<file path="config.mk">
export PLATFORM = sky130hd
export DESIGN_NAME = fwd_ctrl_unit
export DESIGN_NICKNAME = d
export VERILOG_FILES = /design/src/rtl/fwd_pkg.sv /design/src/rtl/fwd_src_select.sv /design/src/rtl/fwd_load_stall.sv /design/src/rtl/fwd_sel_pipe.sv /design/src/rtl/fwd_ctrl_unit.sv
export SDC_FILE = /design/constraint.sdc
export NUM_CORES = 1
export LEC_CHECK = 0
export ABC_CLOCK_PERIOD_IN_PS = 6300
export BUFFER_PORTS_ARGS = -buffer_cell sky130_fd_sc_hd__buf_4
export CAP_MARGIN = 30
export CORE_AREA = 4 4 41 43
export CTS_CLUSTER_SIZE = 12
export DETAILED_ROUTE_END_ITERATION = 10
export DIE_AREA = 0 0 45 47
export PLACE_DENSITY_LB_ADDON = 0.1
export SLEW_MARGIN = 20
export SYNTH_ARGS = -nofsm -noshare
export SYNTH_HDL_FRONTEND = slang
export SYNTH_SLANG_ARGS = --single-unit
</file>
<file path="constraint.sdc">
create_clock -name clk -period 6.3 [get_ports clk]
set_clock_uncertainty 0.2 [all_clocks]
set_input_delay 1.26 -clock clk [delete_from_list [all_inputs] [get_ports clk]]
set_output_delay 1.26 -clock clk [all_outputs]
set_load 0.005 [all_outputs]
</file>
<file path="src/rtl/fwd_pkg.sv">
package fwd_pkg;
    timeunit 1ns;
    timeprecision 1ps;

    // Widest register number the shared helpers accept.
    localparam int MAX_AW = 8;

    typedef logic [MAX_AW-1:0] reg_w_t;

    // Operand source seen by execute; the codes are decoded by the datapath mux.
    typedef enum logic [1:0] {
        FWD_RF  = 2'b00,
        FWD_EX  = 2'b01,
        FWD_MEM = 2'b10
    } fwd_sel_e;

    // True when an older producer writes the register this source reads.
    function automatic logic dep_hit(
        input reg_w_t rs,
        input reg_w_t rd,
        input logic   use_src,
        input logic   valid,
        input logic   wen
    );
        return use_src && valid && wen && (rd != '0) && (rs == rd);
    endfunction

    // Younger producer first; a load in execute is never a bypass source.
    function automatic fwd_sel_e pick_src(
        input logic ex_hit,
        input logic ex_is_load,
        input logic mem_hit
    );
        if (ex_hit && !ex_is_load) return FWD_EX;
        if (mem_hit)               return FWD_MEM;
        return FWD_RF;
    endfunction

endpackage

</file>
<file path="src/rtl/fwd_src_select.sv">
module fwd_src_select
    import fwd_pkg::*;
#(
    parameter int REG_AW = 5
) (
    input  logic              dec_valid,
    input  logic [REG_AW-1:0] rs,
    input  logic              use_src,
    input  logic              ex_valid,
    input  logic              ex_wen,
    input  logic              ex_load,
    input  logic [REG_AW-1:0] ex_rd,
    input  logic              mem_valid,
    input  logic              mem_wen,
    input  logic [REG_AW-1:0] mem_rd,
    output fwd_sel_e          sel,
    output logic              load_hit
);
    timeunit 1ns;
    timeprecision 1ps;

    logic   live;
    logic   ex_hit;
    logic   mem_hit;
    reg_w_t rs_w;
    reg_w_t ex_w;
    reg_w_t mem_w;

    always_comb begin
        rs_w  = reg_w_t'(rs);
        ex_w  = reg_w_t'(ex_rd);
        mem_w = reg_w_t'(mem_rd);
        live  = dec_valid && use_src;
    end

    always_comb begin
        ex_hit   = dep_hit(rs_w, ex_w, live, ex_valid, ex_wen);
        mem_hit  = dep_hit(rs_w, mem_w, live, mem_valid, mem_wen);
        load_hit = ex_hit && ex_load;
        sel      = pick_src(ex_hit, ex_load, mem_hit);
    end


    always_comb begin
        x0_never_hit_chk: assert ((rs_w != '0) || (sel == FWD_RF && !load_hit));
    end

endmodule

</file>
<file path="src/rtl/fwd_load_stall.sv">
module fwd_load_stall #(
    parameter int NUM_SRC = 2
) (
    input  logic [NUM_SRC-1:0] load_hit,
    output logic               stall,
    output logic               bubble
);
    timeunit 1ns;
    timeprecision 1ps;

    always_comb begin
        stall  = |load_hit;
        bubble = |load_hit;
    end

endmodule

</file>
<file path="src/rtl/fwd_sel_pipe.sv">
module fwd_sel_pipe
    import fwd_pkg::*;
#(
    parameter int NUM_SRC = 2
) (
    input  logic     clk,
    input  logic     rst,
    input  logic     bubble,
    input  fwd_sel_e sel_d [NUM_SRC],
    output fwd_sel_e sel_q [NUM_SRC]
);
    timeunit 1ns;
    timeprecision 1ps;

    for (genvar i = 0; i < NUM_SRC; i++) begin : g_src
        always_ff @(posedge clk) begin
            if (rst || bubble) sel_q[i] <= FWD_RF;
            else               sel_q[i] <= sel_d[i];
        end


        bubble_clears_sel_chk: assert property (@(posedge clk) disable iff (rst)
            bubble |=> (sel_q[i] == FWD_RF));
    end

endmodule

</file>
<file path="src/rtl/fwd_ctrl_unit.sv">
module fwd_ctrl_unit
    import fwd_pkg::*;
#(
    parameter int REG_AW = 5
) (
    input  logic              clk,
    input  logic              rst,
    input  logic              dec_valid,
    input  logic [REG_AW-1:0] dec_rs1,
    input  logic [REG_AW-1:0] dec_rs2,
    input  logic              dec_use_rs1,
    input  logic              dec_use_rs2,
    input  logic              ex_valid,
    input  logic              ex_wen,
    input  logic              ex_load,
    input  logic [REG_AW-1:0] ex_rd,
    input  logic              mem_valid,
    input  logic              mem_wen,
    input  logic [REG_AW-1:0] mem_rd,
    output logic [1:0]        sel_a_x,
    output logic [1:0]        sel_b_x,
    output logic              stall_fd,
    output logic              bubble_ex
);
    timeunit 1ns;
    timeprecision 1ps;

    localparam int NUM_SRC = 2;

    logic [REG_AW-1:0]  src_rs  [NUM_SRC];
    logic [NUM_SRC-1:0] src_use;
    logic [NUM_SRC-1:0] load_hit;
    fwd_sel_e           sel_d   [NUM_SRC];
    fwd_sel_e           sel_q   [NUM_SRC];
    logic               stall;
    logic               bubble;

    always_comb begin
        src_rs[0]  = dec_rs1;
        src_rs[1]  = dec_rs2;
        src_use[0] = dec_use_rs1;
        src_use[1] = dec_use_rs2;
    end

    for (genvar i = 0; i < NUM_SRC; i++) begin : g_cmp
        fwd_src_select #(.REG_AW(REG_AW)) cmp_i (
            .dec_valid (dec_valid),
            .rs        (src_rs[i]),
            .use_src   (src_use[i]),
            .ex_valid  (ex_valid),
            .ex_wen    (ex_wen),
            .ex_load   (ex_load),
            .ex_rd     (ex_rd),
            .mem_valid (mem_valid),
            .mem_wen   (mem_wen),
            .mem_rd    (mem_rd),
            .sel       (sel_d[i]),
            .load_hit  (load_hit[i])
        );
    end

    fwd_load_stall #(.NUM_SRC(NUM_SRC)) intlk_i (
        .load_hit (load_hit),
        .stall    (stall),
        .bubble   (bubble)
    );

    fwd_sel_pipe #(.NUM_SRC(NUM_SRC)) pipe_i (
        .clk    (clk),
        .rst    (rst),
        .bubble (bubble),
        .sel_d  (sel_d),
        .sel_q  (sel_q)
    );

    always_comb begin
        sel_a_x   = sel_q[0];
        sel_b_x   = sel_q[1];
        stall_fd  = stall;
        bubble_ex = bubble;
    end


    stall_needs_load_chk: assert property (@(posedge clk) disable iff (rst)
        stall_fd |-> (ex_load && ex_valid && ex_wen && dec_valid && bubble_ex));


    x0_src_a_chk: assert property (@(posedge clk) disable iff (rst)
        (dec_rs1 == '0) |=> (sel_a_x == 2'b00));


    empty_decode_chk: assert property (@(posedge clk) disable iff (rst)
        !dec_valid |=> (sel_a_x == 2'b00 && sel_b_x == 2'b00));


    ex_priority_chk: assert property (@(posedge clk) disable iff (rst)
        (dec_valid && dec_use_rs1 && dec_rs1 != '0 && ex_valid && ex_wen && !ex_load
         && dec_rs1 == ex_rd && !stall_fd) |=> (sel_a_x == 2'b01));


    idle_producers_chk: assert property (@(posedge clk) disable iff (rst)
        (!ex_valid && !mem_valid) |-> !stall_fd ##1 (sel_a_x == 2'b00 && sel_b_x == 2'b00));

endmodule

</file>
After elaboration in Yosys (flattened, before gate mapping)
Index checks and enable logic that the tools add are counted.
Word-level totals
  flip-flop bits (word level): 4
  bits of input ports: 30
  output and inout port bits: 6
Operators by class
  equality and inequality tests: 4
  multiplexer cells: 14
  reductions and logical operators: 27
Operators with widths (count)
  logical AND 1 bit: 22
  == test 5 bit: 4
  two-way mux 2 bit: 8
  nonzero test 8 bit: 2
  two-way mux 1 bit: 6
  OR reduction 2 bit: 1
  logical NOT 1 bit: 1
  logical OR 1 bit: 1

Longest topological paths before layout
  depth in word-level cells: 10
  gate-level depth with buffers: 5
  mapped depth without buffers: 4

Hierarchy
Synthesis repeated with hierarchy kept, for this count alone.
Unflattened totals
  cells, all modules: 60
  area, all modules: 479.2 um^2
By module, submodules not included
  fwd_src_select: instances 2, cells an instance 25, area an instance 177.7 um^2, sequential area each 0.0 um^2
  fwd_sel_pipe: instances 1, cells an instance 8, area an instance 110.1 um^2, sequential area each 80.1 um^2
  fwd_load_stall: instances 1, cells an instance 2, area an instance 13.8 um^2, sequential area each 0.0 um^2

Least setup slack after synthesis
Ideal clock, no wire load.
  path type: input port to output port
  start: input port ex_rd[1]
  end: output port stall_fd
  data arrival time: 2.391 ns
  required time: 4.840 ns
  setup slack: 2.449 ns
  cell stages on the path: 5
  path buffers: 1
  path through: or4_1 > o211ai_2 > nor4_1 > o21a_1 > buf_4
Between the ends
  cells in the longest elaborated chain, start to end: 5
  elaborated cells on any way between the ends: 10
  classes of those cells: eq/ne: 2; reduce/logical: 8
RTL lines
  from (decl): line fwd_ctrl_unit.sv:16  | input logic [REG_AW-1:0] ex_rd,
  nonzero test 8 bit: line fwd_pkg.sv:25  | return use_src && valid && wen && (rd != '0) && (rs == rd);
  logical AND 1 bit (2 in a row): line fwd_pkg.sv:25
  logical AND 1 bit: line fwd_src_select.sv:39  | load_hit = ex_hit && ex_load;
  OR reduction 2 bit (*)
  to (decl): line fwd_ctrl_unit.sv:22  | output logic stall_fd,
Every way passes the cells marked *; elsewhere a longest branch is shown, timed or not.

Worst setup path after layout
  start: input port ex_rd[0]
  end: output port stall_fd
Between the ends
  cells in the longest elaborated chain, start to end: 5
  elaborated cells on any way between the ends: 10
  classes of those cells: eq/ne: 2; reduce/logical: 8
RTL lines
  nonzero test 8 bit: line fwd_pkg.sv:25
  logical AND 1 bit (2 in a row): line fwd_pkg.sv:25
  logical AND 1 bit: line fwd_src_select.sv:39
  OR reduction 2 bit (*): line fwd_load_stall.sv:12  | stall = |load_hit;
Marks and branches as above.

==> run_results.csv <==
group,metric,value,unit
outcome,status,"complete, no violations",
floorplanning,dieArea,2120,um2
worst_setup_path,crit_fanout,4,
sta,rsz0062_at_grt,"no",
clock_network,clock_sinks,4,
sta,fin_crit,4.13,ns
final_layout,reg_top3,"pipe_i.sel_q x4",
detailed_routing,wl_met1,458,um
final_layout,antenna_cells,0,
logic_synthesis,synth_nets,76,
sta,setup_viol,0,
logic_synthesis,synthesis.area,408,um2
worst_setup_path,path_common_cell,"buf_4",
logic_synthesis,syn_avg_cell_area,8.87,um2
sta,hold_violations,0,
global_route,grt_antenna_before_repair,0,
sta,relSlewSlack,50.4,%
clock_network,htreeDepth,1,
logic_synthesis,yosys_register_bits,4,
sta,fin_crit_sh,65.5,%
global_route,grt_max_degree,6,
placement,dp_hpwl,1060,um
clock_network,post_cts_buffers,0,
detailed_routing,drtIter0Drc,1,
floorplanning,rows,13,
detailed_routing,dr_total_vias,464,
floorplanning,die_y,47,um
final_layout,final_layout_size_suffix_gt1_share,48.2,%
detailed_routing,dr_wl_met3,162,um
final_layout,largest_reg_flops,4,
global_route,grt.total_usage,12.2,%
job,cap_violations,0,
worst_setup_path,startpoint_type,"input pin",
detailed_routing,dr.pass1.iters,2,
clock_network,cts_buffer_depth,2,
floorplanning,die_w,45,um
power,cellLeakagePower,0.291,nW
detailed_routing,vias_per_cell,4.73,
final_layout,final_nets,115,
logic_synthesis,yosysTopAreaCell,"xnor2_1",
clock_network,cts_tree,"built",
detailed_routing,top_layer_used,"met3",
detailed_routing,ant_nets,0,
clock_network,ctsResizeCount,0,
global_route,grt_pass1_wl,1850,um
worst_setup_path,cp_cell_sequence,"buf_4 -> xnor2_1 -> nand4_1 -> nor4_1 -> o21a_1 -> buf_4",
worst_setup_path,required,4.84,ns
worst_setup_path,end_kind,"output port",
power,p_total,91.0,uW
global_route,first_global_vias,484,
clock_network,cts.clk_slew.worst_paths,0.04,ns
final_layout,largest-register,"pipe_i.sel_q",
sta,fmax,242,MHz
worst_setup_path,worstSetupPathType,"input pin to output port",
final_layout,fill_cells,140,
final_layout,fin_util,54.1,%
logic_synthesis,synth.area.top_cells,"xnor2_1 (34%), dfxtp_1 (20%), xor2_1 (8.6%)",
logic_synthesis,yosysSeqAreaShare,19.6,%
power,power_density,129,nW/um2
sta,slew_violations,0,
detailed_routing,wire_per_inst,12.0,um
clock_network,hold_buffers,0,
placement,place_congestion,0.709,
logic_synthesis,postSynthCellCount,46,
floorplanning,start_util,31.3,%
placement,portBuffers,35,
worst_setup_path,slowest_stage,"nor4_1",
logic_synthesis,yosys_warnings,0,
logic_synthesis,synth_top_area_share,34.4,%
worst_hold_path,hp-class,"input pin to register",
clock_network,numCtsBuffers,3,
detailed_routing,drc_errors,0,
power,irDropWorstVdd,0.0800,mV
worst_setup_path,cp.arrival,2.67,ns
detailed_routing,wl_met2,556,um
floorplanning,fp.coreArea,1300,um2
logic_synthesis,synth_cell_types,16,
final_layout,syn_to_final_growth,72.7,%
global_route,grt_overflow_total,0,
detailed_routing,wl,1180,um
clock_network,clockRootBuffer,"clkbuf_4",
sta,worst_pin_slew,0.737,ns
sta,tns,0,ns
floorplanning,pin_count,36,
worst_setup_path,max_stage_delay,0.66,ns
[cell usage after synthesis]
cell type and count:
xnor2_1 16, nor2_1 1, dfxtp_1 4, a2111oi_2 1, nand2_1 3, o21ai_1 1
a2111oi_1 1, nor4_1 2, xor2_1 4, buf_4 1, nand4_1 4, o21a_1 1
or4_1 2, or3_1 2, nor3b_1 2, o211ai_2 1
[critical path, delay by kind of cell]
kind | cells | cell delay (ns)
simple gates | 2 | 0.76
compound gates | 1 | 0.25
buf+inv | 2 | 0.24
xor+xnor | 1 | 0.16
[power breakdown]
group | total, mW | internal [mW] | switching [mW]
registers | 0.0255 | 0.0255 | 0.00000754
logic | 0.0335 | 0.0207 | 0.0128
clock network | 0.0320 | 0.0213 | 0.0107
total | 0.0910 | 0.0676 | 0.0234
[path summary, 6_finish.rpt]
check / start / to / depth (start not counted)
worst max-delay path: ex_rd[0] / stall_fd / 6
worst min-delay path: rst / pipe_i.sel_q[2]$_SDFF_PP0_ / 2
[cell type report]
class                   instances  area [um2]  share of cell area (%)
repair buffers                 35         263                    37.3
clock buffers                   3        22.5                    3.20
well taps                      15        18.8                    2.66
multi-input cells              41         320                    45.5
flip-flops and latches          4        80.1                    11.4
[layout by cell type, fill, tap and decap left out, types with 2 or more instances in the layout]
cell       n
nor4_1     2
or3_1      2
buf_4     35
dfxtp_1    4
clkbuf_4   3
nand2_1    3
nand4_1    4
or4_1      2
xnor2_1   16
xor2_1     4
nor3b_1    2
[logic make-up (layout without fill, tap and decap cells)]
| family | Yosys count | after routing | synth area share, % |
|---|---|---|---|
| AND/OR/NAND/NOR | 16 | 16 | 23.3 |
| AO/OA/AOI/OAI | 5 | 5 | 12.3 |
| buffers and inverters | 1 | 38 | 1.84 |
| flip-flops | 4 | 4 | 19.6 |
| XOR/XNOR | 20 | 20 | 42.9 |
[stage by stage]
stage,setup WS [ns],hold slack (ns),instances,cell area (um2)
after floorplan,2.45,1.14,46,408
after global placement,2.20,1.25,95,682
after detailed placement,2.21,1.25,95,682
after CTS,2.20,1.00,98,704
after global routing,2.09,0.994,98,704
final,2.17,1.01,98,704
[routing by layer]
metal | track usage (%) | vias up
li1 | - | 241
met1 | 13.4 | 199
met2 | 20.3 | 24
met3 | 5.75 | 0
met4 | 5.26 | 0
met5 | 0 | -
No activity file was read; power rests on OpenSTA's default activity.
